===== src/rtl/dpe_pkg.sv =====
package dpe_pkg;

    // Output stage variants selected by the top-level parameter
    typedef enum logic {
        STAGE_COMB = 1'b0,
        STAGE_REG  = 1'b1
    } stage_e;

    // Width of a code able to hold every digit from zero to n_lines
    function automatic int code_width(input int n_lines);
        return $clog2(n_lines + 1);
    endfunction

endpackage


===== src/rtl/dpe_scan.sv =====
module dpe_scan #(
    parameter int NUM_LINES = 9,
    parameter int CODE_W    = 4
) (
    input  logic [NUM_LINES-1:0] act,
    output logic [CODE_W-1:0]    idx
);

    // Walk upward; a later hit overwrites, so the highest digit wins.
    always_comb begin
        idx = '0;
        for (int i = 0; i < NUM_LINES; i++) begin
            if (act[i]) begin
                idx = CODE_W'(i + 1);
            end
        end
    end

endmodule


===== src/rtl/dpe_drive.sv =====
module dpe_drive
    import dpe_pkg::*;
#(
    parameter int     CODE_W = 4,
    parameter stage_e STAGE  = STAGE_REG
) (
    input  logic              clk,
    input  logic              rst,
    input  logic [CODE_W-1:0] idx,
    output logic [CODE_W-1:0] code_n
);

    logic [CODE_W-1:0] code_d;

    assign code_d = ~idx;

    generate
        if (STAGE == STAGE_REG) begin : g_reg
            logic [CODE_W-1:0] code_q;
            always_ff @(posedge clk) begin
                if (rst) begin
                    code_q <= '1;
                end else begin
                    code_q <= code_d;
                end
            end
            assign code_n = code_q;
        end else begin : g_comb
            logic unused_ok;
            assign unused_ok = clk ^ rst;
            assign code_n    = code_d;
        end
    endgenerate

endmodule


===== src/rtl/dec_prio_enc.sv =====
module dec_prio_enc
    import dpe_pkg::*;
#(
    parameter int     NUM_LINES = 9,
    parameter stage_e STAGE     = STAGE_REG,
    localparam int    CODE_W    = code_width(NUM_LINES)
) (
    input  logic                 clk,
    input  logic                 rst,
    input  logic [NUM_LINES-1:0] req_n,
    output logic [CODE_W-1:0]    code_n
);

    logic [NUM_LINES-1:0] req_act;
    logic [CODE_W-1:0]    win_idx;

    // Requests are active low; turn them active high for the search.
    assign req_act = ~req_n;

    dpe_scan #(
        .NUM_LINES (NUM_LINES),
        .CODE_W    (CODE_W)
    ) u_scan (
        .act (req_act),
        .idx (win_idx)
    );

    dpe_drive #(
        .CODE_W (CODE_W),
        .STAGE  (STAGE)
    ) u_drive (
        .clk    (clk),
        .rst    (rst),
        .idx    (win_idx),
        .code_n (code_n)
    );

endmodule


===== config.mk =====
export PLATFORM = sky130hd
export DESIGN_NAME = dec_prio_enc
export DESIGN_NICKNAME = d
export VERILOG_FILES = /design/src/rtl/dpe_pkg.sv /design/src/rtl/dpe_scan.sv /design/src/rtl/dpe_drive.sv /design/src/rtl/dec_prio_enc.sv
export SDC_FILE = /design/constraint.sdc
export NUM_CORES = 1
export LEC_CHECK = 0
export CAP_MARGIN = 25
export CORE_AREA = 10 10 47 49
export DETAILED_ROUTE_END_ITERATION = 10
export DIE_AREA = 0 0 57 59
export HOLD_SLACK_MARGIN = 0.1
export SYNTH_ARGS = -nofsm -noshare
export SYNTH_HDL_FRONTEND = slang
export SYNTH_SLANG_ARGS = --single-unit

===== constraint.sdc =====
create_clock -name clk -period 1.4 [get_ports clk]
set_input_delay 0.14 -clock clk [delete_from_list [all_inputs] [get_ports clk]]
set_output_delay 0.14 -clock clk [all_outputs]
set_load 0.01 [all_outputs]

==> results of run 1 <==
-- cell type report --
| cell class | instances | area [um2] |
|---|---|---|
| clock buffers | 3 | 22.5 |
| repair buffers | 14 | 140 |
| multi-input cells | 13 | 71.3 |
| well taps | 16 | 20.0 |
| inverters | 1 | 3.75 |
| fillers | 169 | 1060 |
| flip-flops and latches | 4 | 80.1 |
-- cell families (layout without fill, tap and decap cells) --
logic type	Yosys count	in the layout	synth area share
AO/OA/AOI/OAI	5	5	0.218
AND/OR/NAND/NOR	8	8	0.242
buffers and inverters	1	18	0.0242
flip-flops	4	4	0.516
-- stage by stage --
stage | utilization | setup slack [ns] | hold slack, ns | power (W) | instance area, um2
after floorplan | - | 0.587 | 0.241 | 0.000140 | 155
after global placement | 0.225 | 0.0581 | 0.757 | 0.000186 | 315
after detailed placement | 0.225 | 0.0198 | 0.765 | 0.000186 | 315
after CTS | 0.241 | 0.183 | 0.516 | 0.000332 | 338
after global routing | 0.241 | 0.162 | 0.562 | 0.000337 | 338
final | 0.241 | 0.202 | 0.521 | 0.000319 | 338
-- power groups by stage --
| stage | clock network [W] | logic (W) | registers (W) |
|---|---|---|---|
| floorplan | 0 | 0.0000119 | 0.000128 |
| global placement | 0 | 0.0000615 | 0.000124 |
| detailed placement | 0 | 0.0000618 | 0.000124 |
| CTS | 0.000148 | 0.0000620 | 0.000122 |
| global route | 0.000148 | 0.0000662 | 0.000123 |
| finish | 0.000136 | 0.0000610 | 0.000122 |
-- path summary, 6_finish.rpt --
kind                                end  slack (ns)  depth (start not counted)
worst min-delay path  u_drive.code_n[3]        0.52                          3
worst max-delay path          code_n[2]        0.20                          1
-- layout by cell type (no fill, tap or decap), drive strengths merged, types with 2 or more instances in the layout --
cell type	count
clkdlybuf4s50	14
nand2	4
dfxtp	4
clkbuf	3
nor2b	2
o21ai	2
-- layer usage --
layer / track usage / up-vias / wire length, um
met2: 0.0388 / 9 / 248
met4: 0.0503 / 0 / 0
li1: - / 98 / -
met3: 0.0279 / 0 / 69
met5: 0 / - / 0
met1: 0.0225 / 76 / 172
==> flow_metrics.env, run 1 <==
export IMPL_p_int_w=0.000258
export IMPL_synth_edff_count=0
export IMPL_drt_pass1_iter_count=2
export IMPL_maxCapViolations=0
export IMPL_ys_seq_area_frac=0.516
export IMPL_synthTopCellsByCount="dfxtp_1, nand2_1, nor2b_1, o21ai_0"
export IMPL_tightestPinTransition_ns=0.174
export IMPL_syn_inst=18
export IMPL_place_gp_congestion=0.704
export IMPL_synth_area_leaders="dfxtp_1, nand2_1, nor2b_1"
export IMPL_chipWidth_um=57
export IMPL_syn_area_um2=155
export IMPL_crit_fanout=1
export IMPL_synth_area_leader_cell="dfxtp_1"
export IMPL_synth_top_area_frac=0.516
export IMPL_crit_arrival_ns=1.06
export IMPL_p_per_area_nw_per_um2=945
export IMPL_clkTransAtPathRegs_ns=0.04
export IMPL_sequentialPowerShare=0.383
export IMPL_cp_slowest_cell="clkdlybuf4s50_1"
export IMPL_drive_gt1_frac=0.0857
export IMPL_synthArstFlopShare=0
export IMPL_power_frac_clock=0.426
export IMPL_p_leak_nw=0.132
export IMPL_area_growth_pct=118
export IMPL_setup_tns_ns=0
export IMPL_die_area_um2=3360
export IMPL_ys_types=10
export IMPL_status="finished, final reports clean"
export IMPL_die_y_um=59
export IMPL_crit_path_max_incr_delay_ns=0.53
export IMPL_synth_main_ff_cell="dfxtp_1"
export IMPL_start_util=0.111
export IMPL_io_buffer_count=14
export IMPL_finalHoldViolations=0
export IMPL_io_pins=15
export IMPL_core_um2=1400
export IMPL_post_cts_setup_buffers=0
export IMPL_cp_start_kind="flip-flop"
export IMPL_min_delay_start="req_n[7]"
export IMPL_cts_max_level=1
export IMPL_yosys_warnings=0
export IMPL_period_share=0.856
export IMPL_vdd_ir_drop_max_v=0.000172
export IMPL_route_detailed_drc=0
export IMPL_crit_start="u_drive.code_n[2]"
export IMPL_n_antenna_cell=0
export IMPL_critPathBufInv=1
export IMPL_wl_per_cell_um=9.61
export IMPL_antenna_found_initial=0
export IMPL_cts_path_max_buffers=2
export IMPL_placed_cells=48
export IMPL_drv_slew=0
export IMPL_antenna_left=0
export IMPL_crit_type="flip-flop to output port"
export IMPL_final_min_clock_period_ns=1.20
export IMPL_switchingPower_w=0.0000611
export IMPL_cts_resized=0
export IMPL_first_iter_violations=1
export IMPL_fp_row_count=14
export IMPL_routed_wl_um=490
export IMPL_critPathRequiredTime_ns=1.26
export IMPL_syn_area_per_cell_um2=8.62
export IMPL_grt_pass1_wl_um=731
export IMPL_hold_path_class="input pin to flip-flop"
export IMPL_sw_frac_of_total=0.191
export IMPL_largest_register_ff_count=4
export IMPL_layout_cells_non_filler=51
export IMPL_crit_family="buffers and inverters"
export IMPL_comb_power_share=0.191
export IMPL_critPathCaptureType="output port"
export IMPL_rsz0062_at_grt="false"
export IMPL_cts_sinks=4
export IMPL_num_vias=183
export IMPL_grt_max_degree=4
export IMPL_nets=48
export IMPL_globalRouteTotalUtil=0.0311
export IMPL_first_global_vias=191
export IMPL_max_slew_margin=0.884
export IMPL_cts_made_buffers=3
export IMPL_cts_tree="yes"
export IMPL_cts_root_buf="clkbuf_4"
export IMPL_ys_seq_elements=4
export IMPL_vias_per_cell=3.59
export IMPL_cts_hold_buf=0
export IMPL_max_clock_freq_mhz=834
export IMPL_syn_num_nets=29
export IMPL_setup_viol=0
export IMPL_gr_total_overflow=0
export IMPL_worstPathCellList="clkdlybuf4s50_1"
(Power assumes the default switching activity.)
==> run 2, diff against run 1 <==
CAP_MARGIN = 30   (was 25)
HOLD_SLACK_MARGIN = unset   (was 0.1)
==> results of run 2 <==
Same layout as run 1: the final DEF is identical, and so are final timing and power.
==> run 3, diff against run 2 <==
CTS_CLUSTER_SIZE = 10   (was unset)
SLEW_MARGIN = 25   (was unset)
==> results of run 3 <==
Same layout as run 1: the final DEF is identical, and so are final timing and power.
